--- config.mk ---
export PLATFORM = sky130hd
export DESIGN_NAME = srp_top
export DESIGN_NICKNAME = d
export VERILOG_FILES = /design/src/rtl/srp_pkg.sv /design/src/rtl/srp_rst_sync.sv /design/src/rtl/srp_in_sync.sv /design/src/rtl/srp_regfile.sv /design/src/rtl/srp_seq.sv /design/src/rtl/srp_top.sv
export SDC_FILE = /design/constraint.sdc
export NUM_CORES = 1
export LEC_CHECK = 0
export BUFFER_PORTS_ARGS = -buffer_cell sky130_fd_sc_hd__buf_4
export CORE_ASPECT_RATIO = 2
export CORE_MARGIN = 3
export CORE_UTILIZATION = 50
export CTS_CLUSTER_DIAMETER = 40
export DETAILED_ROUTE_END_ITERATION = 7
export GPL_ROUTABILITY_DRIVEN = 0
export MAX_ROUTING_LAYER = met4
export PLACE_DENSITY = 0.65
export SLEW_MARGIN = 40
export SYNTH_ARGS = -nofsm -noshare
export SYNTH_HDL_FRONTEND = slang
export SYNTH_HIERARCHICAL = 1
export SYNTH_SLANG_ARGS = --single-unit
export TNS_END_PERCENT = 100
--- constraint.sdc ---
create_clock -name clk -period 18.5 [get_ports clk]
set_input_delay 3.7 -clock clk [delete_from_list [all_inputs] [get_ports clk]]
set_output_delay 3.7 -clock clk [all_outputs]
set_load 0.01 [all_outputs]
--- src/rtl/srp_pkg.sv ---
package srp_pkg;

  localparam int BYTE_W = 8;
  localparam int CNT_W  = 2;
  localparam int AFLD_W = 5;

  typedef enum logic [1:0] {
    PH_INSTR = 2'd0,
    PH_WDATA = 2'd1,
    PH_RDATA = 2'd2
  } phase_e;

  typedef struct packed {
    logic              rd;
    logic [CNT_W-1:0]  cnt_m1;
    logic [AFLD_W-1:0] addr;
  } instr_t;

  function automatic logic pick_bit(input logic [BYTE_W-1:0] b,
                                    input logic [2:0] idx,
                                    input logic lsb_first);
    return lsb_first ? b[idx] : b[3'(BYTE_W-1) - idx];
  endfunction

endpackage

--- src/rtl/srp_rst_sync.sv ---
module srp_rst_sync #(
  parameter int STAGES = 2
) (
  input  logic clk,
  input  logic arst_n,
  output logic rst_n_s
);
  logic [STAGES-1:0] stg_q;
  logic [STAGES-1:0] stg_d;

  always_comb stg_d = {stg_q[STAGES-2:0], 1'b1};

  always_ff @(posedge clk or negedge arst_n) begin
    if (!arst_n) stg_q <= '0;
    else         stg_q <= stg_d;
  end

  assign rst_n_s = stg_q[STAGES-1];
endmodule

--- src/rtl/srp_in_sync.sv ---
module srp_in_sync #(
  parameter int             W       = 4,
  parameter int             STAGES  = 2,
  parameter logic [W-1:0]   RST_VAL = '0
) (
  input  logic         clk,
  input  logic         rst_n,
  input  logic [W-1:0] din,
  output logic [W-1:0] dout
);
  for (genvar s = 0; s < STAGES; s++) begin : g_stage
    logic [W-1:0] q;
    logic [W-1:0] d;
    if (s == 0) begin : g_first
      always_comb d = din;
    end else begin : g_next
      always_comb d = g_stage[s-1].q;
    end
    always_ff @(posedge clk or negedge rst_n) begin
      if (!rst_n) q <= RST_VAL;
      else        q <= d;
    end
  end

  assign dout = g_stage[STAGES-1].q;
endmodule

--- src/rtl/srp_regfile.sv ---
module srp_regfile import srp_pkg::*; #(
  parameter int ADDR_W    = 5,
  parameter int CTRL_ADDR = 0
) (
  input  logic              clk,
  input  logic              rst_n,
  input  logic              wr_en,
  input  logic [ADDR_W-1:0] addr,
  input  logic [BYTE_W-1:0] wr_data,
  output logic [BYTE_W-1:0] rd_data,
  output logic              ctrl_up,
  output logic              ctrl_lsb
);
  localparam int DEPTH = 1 << ADDR_W;

  logic [BYTE_W-1:0] mem_q [DEPTH];

  always_ff @(posedge clk or negedge rst_n) begin
    if (!rst_n) begin
      for (int i = 0; i < DEPTH; i++) mem_q[i] <= '0;
    end else if (wr_en) begin
      mem_q[addr] <= wr_data;
    end
  end

  assign rd_data  = mem_q[addr];
  assign ctrl_up  = mem_q[CTRL_ADDR][0];
  assign ctrl_lsb = mem_q[CTRL_ADDR][1];
endmodule

--- src/rtl/srp_seq.sv ---
module srp_seq import srp_pkg::*; #(
  parameter int ADDR_W = 5
) (
  input  logic              clk,
  input  logic              rst_n,
  input  logic              active,
  input  logic              rise,
  input  logic              fall,
  input  logic              din,
  input  logic              ctrl_up,
  input  logic              ctrl_lsb,
  input  logic [BYTE_W-1:0] rd_data,
  output logic [ADDR_W-1:0] addr,
  output logic              wr_en,
  output logic [BYTE_W-1:0] wr_data,
  output logic              rd_phase,
  output logic              out_bit
);
  localparam int BIT_W = $clog2(BYTE_W);

  phase_e            phase_q, phase_d;
  logic [BIT_W-1:0]  bit_q, bit_d;
  logic [CNT_W-1:0]  left_q, left_d;
  logic [ADDR_W-1:0] addr_q, addr_d;
  logic [BYTE_W-1:0] sh_q, sh_d;
  logic              up_q, up_d;
  logic              lsb_q, lsb_d;
  logic              out_q, out_d;

  logic [BYTE_W-1:0] msb_shift, lsb_shift, rx_byte;
  instr_t            ins;
  logic              bit_last;
  logic              step_en;

  always_comb begin
    msb_shift = {sh_q[BYTE_W-2:0], din};
    lsb_shift = {din, sh_q[BYTE_W-1:1]};
    rx_byte   = lsb_q ? lsb_shift : msb_shift;
    ins       = instr_t'(msb_shift);
    bit_last  = (bit_q == BIT_W'(BYTE_W-1));

    phase_d = phase_q;
    bit_d   = bit_q;
    left_d  = left_q;
    addr_d  = addr_q;
    sh_d    = sh_q;
    up_d    = up_q;
    lsb_d   = lsb_q;
    out_d   = out_q;
    wr_en   = 1'b0;
    step_en = 1'b0;

    if (active && rise) begin
      bit_d = bit_q + 1'b1;
      unique case (phase_q)
        PH_INSTR: begin
          sh_d = msb_shift;
          if (bit_last) begin
            phase_d = ins.rd ? PH_RDATA : PH_WDATA;
            left_d  = ins.cnt_m1;
            addr_d  = ins.addr[ADDR_W-1:0];
            up_d    = ctrl_up;
            lsb_d   = ctrl_lsb;
          end
        end
        PH_WDATA: begin
          sh_d = rx_byte;
          if (bit_last) begin
            wr_en   = 1'b1;
            step_en = 1'b1;
          end
        end
        PH_RDATA: begin
          if (bit_last) step_en = 1'b1;
        end
        default: phase_d = PH_INSTR;
      endcase

      if (step_en) begin
        if (left_q == '0) begin
          phase_d = PH_INSTR;
        end else begin
          left_d = left_q - 1'b1;
          addr_d = up_q ? addr_q + 1'b1 : addr_q - 1'b1;
        end
      end
    end

    if (active && fall && (phase_q == PH_RDATA)) begin
      out_d = pick_bit(rd_data, bit_q, lsb_q);
    end
  end

  always_ff @(posedge clk or negedge rst_n) begin
    if (!rst_n) begin
      phase_q <= PH_INSTR;
      bit_q   <= '0;
      left_q  <= '0;
      addr_q  <= '0;
      sh_q    <= '0;
      up_q    <= 1'b0;
      lsb_q   <= 1'b0;
      out_q   <= 1'b0;
    end else begin
      phase_q <= phase_d;
      bit_q   <= bit_d;
      left_q  <= left_d;
      addr_q  <= addr_d;
      sh_q    <= sh_d;
      up_q    <= up_d;
      lsb_q   <= lsb_d;
      out_q   <= out_d;
    end
  end

  assign addr     = addr_q;
  assign wr_data  = rx_byte;
  assign rd_phase = (phase_q == PH_RDATA);
  assign out_bit  = out_q;
endmodule

--- src/rtl/srp_top.sv ---
module srp_top import srp_pkg::*; #(
  parameter int ADDR_W      = 5,
  parameter int CTRL_ADDR   = 0,
  parameter int SYNC_STAGES = 2
) (
  input  logic clk,
  input  logic rst_n,
  input  logic io_rst_n,
  input  logic two_wire,
  input  logic cs_n,
  input  logic sclk,
  input  logic sdi,
  output logic sdo,
  output logic sdo_oe,
  input  logic sdio_i,
  output logic sdio_o,
  output logic sdio_oe
);
  localparam int PIN_W = 4;

  logic              sys_rst_n, seq_rst_n;
  logic [PIN_W-1:0]  pins_s;
  logic              sclk_s, cs_n_s, sdi_s, sdio_s;
  logic              sclk_prev_q;
  logic              sclk_rise, sclk_fall, cs_act, din;
  logic [ADDR_W-1:0] addr;
  logic              wr_en;
  logic [BYTE_W-1:0] wr_data, rd_data;
  logic              ctrl_up, ctrl_lsb, rd_phase, out_bit;

  srp_rst_sync #(.STAGES(SYNC_STAGES)) u_rst_sys (
    .clk(clk), .arst_n(rst_n), .rst_n_s(sys_rst_n)
  );

  srp_rst_sync #(.STAGES(SYNC_STAGES)) u_rst_seq (
    .clk(clk), .arst_n(rst_n & io_rst_n), .rst_n_s(seq_rst_n)
  );

  srp_in_sync #(.W(PIN_W), .STAGES(SYNC_STAGES), .RST_VAL(4'b0011)) u_pins (
    .clk(clk), .rst_n(sys_rst_n),
    .din({sdio_i, sdi, cs_n, sclk}), .dout(pins_s)
  );

  assign {sdio_s, sdi_s, cs_n_s, sclk_s} = pins_s;

  always_ff @(posedge clk or negedge sys_rst_n) begin
    if (!sys_rst_n) sclk_prev_q <= 1'b1;
    else            sclk_prev_q <= sclk_s;
  end

  assign sclk_rise = sclk_s & ~sclk_prev_q;
  assign sclk_fall = ~sclk_s & sclk_prev_q;
  assign cs_act    = ~cs_n_s;
  assign din       = two_wire ? sdio_s : sdi_s;

  srp_seq #(.ADDR_W(ADDR_W)) u_seq (
    .clk(clk), .rst_n(seq_rst_n), .active(cs_act),
    .rise(sclk_rise), .fall(sclk_fall), .din(din),
    .ctrl_up(ctrl_up), .ctrl_lsb(ctrl_lsb), .rd_data(rd_data),
    .addr(addr), .wr_en(wr_en), .wr_data(wr_data),
    .rd_phase(rd_phase), .out_bit(out_bit)
  );

  srp_regfile #(.ADDR_W(ADDR_W), .CTRL_ADDR(CTRL_ADDR)) u_regs (
    .clk(clk), .rst_n(sys_rst_n), .wr_en(wr_en), .addr(addr),
    .wr_data(wr_data), .rd_data(rd_data),
    .ctrl_up(ctrl_up), .ctrl_lsb(ctrl_lsb)
  );

  assign sdo     = out_bit;
  assign sdio_o  = out_bit;
  assign sdo_oe  = rd_phase & cs_act & ~two_wire;
  assign sdio_oe = rd_phase & cs_act & two_wire;
endmodule

==> reports/metrics.sh, run 1 <==
OUTCOME='complete, no violations'
DETAIL_ROUTE.DRC_VIOLATIONS=0
FINAL_LAYOUT_SIZE_SUFFIX_GT1_SHARE_PCT=35.9
AREA_GROWTH_SYN_TO_LAYOUT_PCT=9.17
FIRST_GLOBAL_VIAS=8862
SYNTHESIS.AREA_UM2=13900
CTS_INSERTED_BUFFERS=29
NETSWITCHINGFRACTION_PCT=33.7
CLOCKROOTBUFFER='sky130_fd_sc_hd__clkbuf_16'
VIA_COUNT=8465
CTS.REPORTEDPATHS.CLKPINSLEW_PS=60
TIMING.MAX_SLEW.REL_SLACK_PCT=43.9
DRT_PRE_ANTENNA_ITERS=4
POSTLAYOUTCOREUTIL_PCT=55.9
FINAL_CELL_COUNT_NO_FILL=1393
YOSYSSEQAREASHARE_PCT=52.6
SYN-INSTANCE-COUNT=1049
CTS_HOLD_REPAIR.BUFFERS=0
TIMING_HOLD_VIOLATIONS_FINAL=0
HOLD_CLASS='register to asynchronous set/reset pin'
GRT_START_MAX_NET_PINS=67
DESIGN.PORTCOUNT=12
DRTITER0DRC=411
CRITICAL_PATH.STARTPOINT_TYPE='primary input'
CTS.PATH.MAX_BUFFERS=3
POSTSYNTHREGISTERBITS=292
GRT_OVERFLOW_TOTAL=0
TRITONCTS='yes'
ANTENNA_VIOLATIONS_BEFORE_REPAIR=0
INITIAL_CORE_UTILIZATION_PCT=51.2
INSERTEDDIODECOUNT=0
NUMBER_OF_LIBRARY_CELL_TYPES_MAPPED_BY_SYNTHESIS=62
VIAS_PER_CELL=6.08
CP_ENDPOINT_KIND='output pin'
DIE_X_UM=124
FLOORPLAN.DIE.HEIGHT_UM=242
PLACEMENT_ROWS=85
CRITICAL_PATH.MAX_FANOUT=3
CRITICAL_PATH.STARTPOINT='two_wire'
TIMING.CLOCK.SKEW_PS=22.6
CTS.REPAIR.RESIZED=0
SHARE_SEQ_OF_TOTAL_POWER_PCT=41.6
IR_DROP_V=0.0000652
HOLD_WS_PS=260
WORST_PATH_MOST_REPEATED_CELL='sky130_fd_sc_hd__buf_4'
CTS_POST_SETUP_BUFFERS_INSERTED=0
MAXIMUM_CAPACITANCE_VIOLATIONS=0
POWER_FRAC_COMB_PCT=23.1
YS_DOMINANT_REG_CELL='sky130_fd_sc_hd__dfrtp_1'
WORST_PIN_SLEW_PS=842
SYNTH_ASYNC_SR_FLOP_SHARE_PCT=100
CRITICAL_PATH.REG2REG.STARTPOINT='u_seq/addr[0]'
PLACED_CELLS=1343
TIMING.FMAX_MHz=127
TOTALWIRELENGTH_UM=33600
GRT_PASS1_WL_UM=52300
STATIC-LEAKAGE-POWER_nW=7.81
DPL.HPWL_UM=22600
POWER_SPENT_CHARGING_AND_DISCHARGING_NETS_uW=592
SETUP_TOTAL_NEGATIVE_SLACK_PS=0
ARRIVAL_PS=4160
PLACE.PORT_BUFFERS=11
GLOBAL_ROUTE.USAGE.TOTAL_PCT=23.5
GRT_SETUP_UNREPAIRED='false'
FILLERINSTANCES=2277
POST-ROUTE-PERIOD-UTIL_PCT=42.5
CELL_TYPE_WITH_THE_HIGHEST_AGGREGATE_AREA_IN_THE_NETLIST='sky130_fd_sc_hd__dfrtp_1'
CP_SLOWEST_STAGE_DELAY_PS=190
SYNTH_ENABLE_FLOP_CELLS=0
FINALCRITICALPERIOD_PS=7860
WIRE_PER_INST_UM=24.1
POWERDENSITY_nW_PER_UM2=116
SYNTHESIS.YOSYS.WARNINGS=6
TIMING_MAX_TRANSITION_VIOLATIONS_FINAL=0
NUMCLOCKSINKS=292
CRIT_REQUIRED_PS=14800
CPMAXSTAGEDELAYCELL='sky130_fd_sc_hd__nor3b_1'
CELL_INTERNAL_PWR_mW=1.17
WORST_PATH_DOMINANT_CELL_FAMILY='buffers and inverters'
SYNTH.AVG_CELL_AREA_UM2=13.2
CLOCK_TREE.HTREE_LEVEL_COUNT=1
SYNTH_TOP_AREA_SHARE_PCT=51.7
ROUTE.ANTENNA.REMAINING_NETS=0
CORE_BOX_AREA_UM2=27100
SETUP.WORST_PATH.CLASS='primary input to output pin'
NETLIST_TOP_CELLS_AREA='sky130_fd_sc_hd__dfrtp_1, sky130_fd_sc_hd__mux2_2, sky130_fd_sc_hd__mux2i_1'
NUM-NETS-FINAL=1043
BUFFER_AND_INVERTER_COUNT_ON_THE_WORST_PATH=2
SOURCE_TO_SINK_CLOCK_DELAY_AT_THE_LATER_PIN_OF_THE_WORST_SKEW_PAIR_PS=560
FP.DIEAREA_UM2=30000
SYN_NETS=1066
POWER.SHARE.CLOCK_PCT=35.3
CRITICAL_PATH.CELL_CHAIN='buf_4, nor3b_1, buf_4'
SETUP_VIOL=0
-- logic make-up after synthesis --
kind of cell	after synthesis	synth area share, %
simple gates	140	6.62
buf+inv	85	2.91
fa+ha+maj	9	0.864
other cells	2	0.0540
xor+xnor	5	0.315
flops	292	52.6
mux	400	31.4
compound gates	116	5.19
-- synthesized netlist by cell type (all sizes together) (3+ instances only) --
| cell | number |
|---|---|
| nand4b | 4 |
| nand3b | 4 |
| nand2 | 43 |
| nor2 | 25 |
| clkbuf | 34 |
| ha | 8 |
| and2 | 4 |
| o21ai | 9 |
| nor3b | 4 |
| dfrtp | 287 |
| nor2b | 3 |
| a21oi | 16 |
| inv | 11 |
| xnor2 | 3 |
| o22ai | 78 |
| nand3 | 12 |
| or4b | 4 |
| buf | 40 |
| mux2i | 133 |
| dfstp | 5 |
| a31oi | 3 |
| nor3 | 6 |
| nand4bb | 5 |
| nor4 | 16 |
| mux2 | 265 |
-- area by class of cell --
cell class                      count  area [um^2]  area share [%]
Clock buffer                       36          802            5.29
Clock inverter                     14          209            1.38
Inverter                           11         41.3           0.272
Multi-Input combinational cell    672         6180            40.8
Sequential cell                   292         7330            48.3
Tap cell                          348          435            2.87
Timing Repair Buffer               20          174            1.15
-- layer usage --
| layer | GRT usage (%) | up-vias | routed length, um |
|---|---|---|---|
| met2 | 40.9 | 158 | 18300 |
| met4 | 11.7 | 0 | 1880 |
| met1 | 26.2 | 4426 | 12500 |
| li1 | - | 3803 | - |
| met3 | 2.53 | 78 | 894 |
| met5 | - | - | 0 |
-- metrics by stage --
stage / instance area, um^2 / power (mW) / setup WS, ps
global placement: 14100 / 1.14 / 10650
finish: 15200 / 1.76 / 10640
CTS: 15200 / 1.77 / 10630
global route: 15200 / 1.83 / 10600
detailed placement: 14100 / 1.15 / 10630
floorplan: 13900 / 1.04 / 10520
-- cell usage in the layout, fill, tap and decap left out, drive strengths merged, types with 3 or more instances in the layout --
cell and count:
a21oi 16, a31oi 3, and2 4, buf 20, bufinv 4, clkbuf 36, clkinv 6, dfrtp 287
dfstp 5, ha 8, inv 15, mux2 265, mux2i 133, nand2 43, nand3 12, nand3b 4
nand4b 4, nand4bb 5, nor2 25, nor2b 3, nor3 6, nor3b 4, nor4 16, o21ai 9
o22ai 78, or4b 4, xnor2 3
-- worst paths after layout --
check / end / slack, ps / depth (start not counted)
max in group asynchronous: u_rst_seq/stg_q[1] / 15310 / 2
max reg2reg: u_seq/out_bit / 14390 / 10
max: sdo_oe / 10640 / 3
min: u_seq/addr[0] / 260 / 0
min reg2reg: u_seq/addr[0] / 260 / 0
min in group clk: u_pins/dout[3] / 350 / 0
-- state kept, by name, indices dropped and copies added (netlist names) --
name / flops
u_seq/up_q: 1
u_seq/out_bit: 1
u_seq/addr: 5
u_rst_sys/stg_q: 2
sclk_prev_q: 1
u_regs/ctrl_up: 1
u_pins/dout: 4
u_seq/left_q: 2
u_regs/mem_q: 254
u_regs/ctrl_lsb: 1
u_pins/g_stage.q: 4
u_seq/bit_q: 3
u_seq/lsb_q: 1
u_seq/phase_q: 2
u_seq/sh_q: 8
u_rst_seq/stg_q: 2
-- power by group through the flow --
stage | Combinational, mW | Sequential [mW] | Clock [mW]
final | 0.406 | 0.731 | 0.621
after global routing | 0.432 | 0.737 | 0.664
after CTS | 0.405 | 0.730 | 0.635
after detailed placement | 0.405 | 0.743 | 0
after global placement | 0.398 | 0.743 | 0
after floorplan | 0.334 | 0.702 | 0
(Power assumes the default switching activity.)
==> run 2: changes to the inputs <==
Clock period 18.5 ns to 8.15 ns, I/O delays scaled along.
==> reports/metrics.sh, run 2 (synthesis results as in run 1) <==
LAYOUT_SETUP_WS_PS=4380
CTS.REPORTEDPATHS.CLKPINSLEW_PS=70
WORST-R2R-SETUP-SLACK_PS=4710
DPL.HPWL_UM=22600
CRITICAL_PATH.MAX_FANOUT=3
INSERTEDDIODECOUNT=0
FP.DIEAREA_UM2=30000
CRIT_REQUIRED_PS=6520
LAYOUT.CELLS.MOST_COMMON_LIST='sky130_fd_sc_hd__dfrtp_1, sky130_fd_sc_hd__mux2_2, sky130_fd_sc_hd__mux2i_1'
CRITICAL_PATH.REG2REG.STARTPOINT='u_seq/addr[0]'
CTS.PATH.MAX_BUFFERS=3
MOSTFREQUENTLAYOUTCELL='sky130_fd_sc_hd__dfrtp_1'
CORE_BOX_AREA_UM2=27100
FINALCRITICALPERIOD_PS=3770
CTS_HOLD_REPAIR.BUFFERS=0
DRT_PRE_ANTENNA_ITERS=4
DIE_X_UM=124
OUTCOME='complete, no violations'
TOTALWIRELENGTH_UM=33500
TIMING_MAX_TRANSITION_VIOLATIONS_FINAL=0
POWERDENSITY_nW_PER_UM2=260
WORSTREG2REGEND='u_seq/out_bit'
POSTLAYOUTCELLAREA_UM2=15200
CTS_INSERTED_BUFFERS=29
INITIAL_CORE_UTILIZATION_PCT=51.2
DRTITER0DRC=491
CTS.REPAIR.RESIZED=0
CTS_POST_SETUP_BUFFERS_INSERTED=0
CRITICAL_PATH_CELL_COUNT=3
ARRIVAL_PS=2140
GRT_SETUP_UNREPAIRED='false'
WORST_PATH_DOMINANT_CELL_FAMILY='buffers and inverters'
CLOCKROOTBUFFER='sky130_fd_sc_hd__clkbuf_16'
CP_SLOWEST_STAGE_DELAY_PS=220
DETAIL_ROUTE.DRC_VIOLATIONS=0
WORST_PATH_MOST_REPEATED_CELL='sky130_fd_sc_hd__buf_4'
CLOCK_TREE.HTREE_LEVEL_COUNT=1
POST-ROUTE-PERIOD-UTIL_PCT=46.3
LARGEST_REGISTER_FF_COUNT=254
HOLD_CLASS='register to asynchronous set/reset pin'
POSTPLACECELLAREA_UM2=14200
ROUTE.ANTENNA.REMAINING_NETS=0
FLOORPLAN.DIE.HEIGHT_UM=242
TIMING.FMAX_MHz=265
FINAL_LAYOUT_SIZE_SUFFIX_GT1_SHARE_PCT=35.5
NUMCLOCKSINKS=292
FIRST_GLOBAL_VIAS=9029
IR_DROP_V=0.000185
AREA_GROWTH_SYN_TO_LAYOUT_PCT=9.29
RR_WORST_DEPTH=10
VIA_COUNT=8483
WORST_PIN_SLEW_PS=790
SOURCE_TO_SINK_CLOCK_DELAY_AT_THE_LATER_PIN_OF_THE_WORST_SKEW_PAIR_PS=560
TIMING.MAX_SLEW.REL_SLACK_PCT=47.3
MAXIMUM_CAPACITANCE_VIOLATIONS=0
DP_WORST_SETUP_SLACK_PS=4370
FINAL_CELL_COUNT_NO_FILL=1397
ANTENNA_VIOLATIONS_BEFORE_REPAIR=0
FILLERINSTANCES=2269
GRT_PASS1_WL_UM=52100
REGISTERS.TOP_BY_FF_COUNT='u_regs/mem_q'
SETUP_VIOL=0
CRITICAL_PATH.CELL_CHAIN='buf_4, nor3b_1, buf_4'
CP_ENDPOINT_KIND='output pin'
TIMING.CLOCK.SKEW_PS=8.85
BUFFER_AND_INVERTER_COUNT_ON_THE_WORST_PATH=2
PLACED_CELLS=1343
GLOBAL_ROUTE.USAGE.TOTAL_PCT=23.5
VIAS_PER_CELL=6.07
STATIC-LEAKAGE-POWER_nW=7.81
CRITICAL_PATH.STARTPOINT_TYPE='primary input'
TRITONCTS='yes'
POWER_mW=3.94
NUM-NETS-FINAL=1044
DESIGN.PORTCOUNT=12
SETUP.WORST_PATH.CLASS='primary input to output pin'
GRT_START_MAX_NET_PINS=163
PLACEMENT_ROWS=85
WIRE_PER_INST_UM=24.0
TIMING_HOLD_VIOLATIONS_FINAL=0
CPMAXSTAGEDELAYCELL='sky130_fd_sc_hd__nor3b_1'
PLACE.PORT_BUFFERS=11
SETUP_TOTAL_NEGATIVE_SLACK_PS=0
GRT_OVERFLOW_TOTAL=0
-- run 2: cell types whose count changed in the layout (fill, tap and decap cells not counted), sizes merged --
cell | before | now
inv | 15 | 14
buf | 20 | 21
clkbuf | 36 | 40
clkinvlp | 0 | 3
bufinv | 4 | 3
clkinv | 6 | 4
-- run 2: per-stage QoR --
stage               hold WS (ps)  utilization, %
global placement             248            52.2
global route                 281            56.0
floorplan                    294               -
finish                       231            56.0
CTS                          247            55.9
detailed placement           242            52.3
-- run 2: power breakdown --
part / switching [mW] / internal [mW]
Sequential: 0.0921 / 1.50
Clock: 0.566 / 0.800
Combinational: 0.651 / 0.330
Total: 1.31 / 2.63
-- run 2: worst reg2reg max path, stage by stage (launching register included) --
cell and delay, ps:
sky130_fd_sc_hd__dfrtp_4 420, sky130_fd_sc_hd__buf_12 410, sky130_fd_sc_hd__buf_16 480, sky130_fd_sc_hd__mux2i_1 320
sky130_fd_sc_hd__o22ai_1 150, sky130_fd_sc_hd__nor4_1 560, sky130_fd_sc_hd__nand2_1 150, sky130_fd_sc_hd__mux4_2 460
sky130_fd_sc_hd__mux2i_1 160, sky130_fd_sc_hd__or4_1 130, sky130_fd_sc_hd__nand3_1 70
-- run 2: how the worst max path moves through the flow --
stage	startpoint	end	slack [ps]
after global placement	two_wire	sdio_oe	4440
after global routing	two_wire	sdo_oe	4330
after CTS	two_wire	sdo_oe	4360
final	two_wire	sdo_oe	4380
after detailed placement	two_wire	sdo_oe	4370
after floorplan	u_rst_sys/stg_q[1]	u_pins/dout[2]	170
-- run 2: area by class of cell --
class                           instances  area, um^2  area share [%]
Timing Repair Buffer                   21         226            1.49
Tap cell                              348         435            2.87
Clock inverter                         13         163            1.07
Sequential cell                       292        7320            48.2
Multi-Input combinational cell        672        6180            40.7
Clock buffer                           40         817            5.38
Inverter                               11        41.3           0.272
-- run 2: routing by layer --
layer,GRT usage (%),share of wire (%),vias up
li1,-,-,3822
met5,-,0,-
met4,12.8,6.2,0
met2,42.0,55,147
met1,24.8,36,4422
met3,2.43,2.5,92
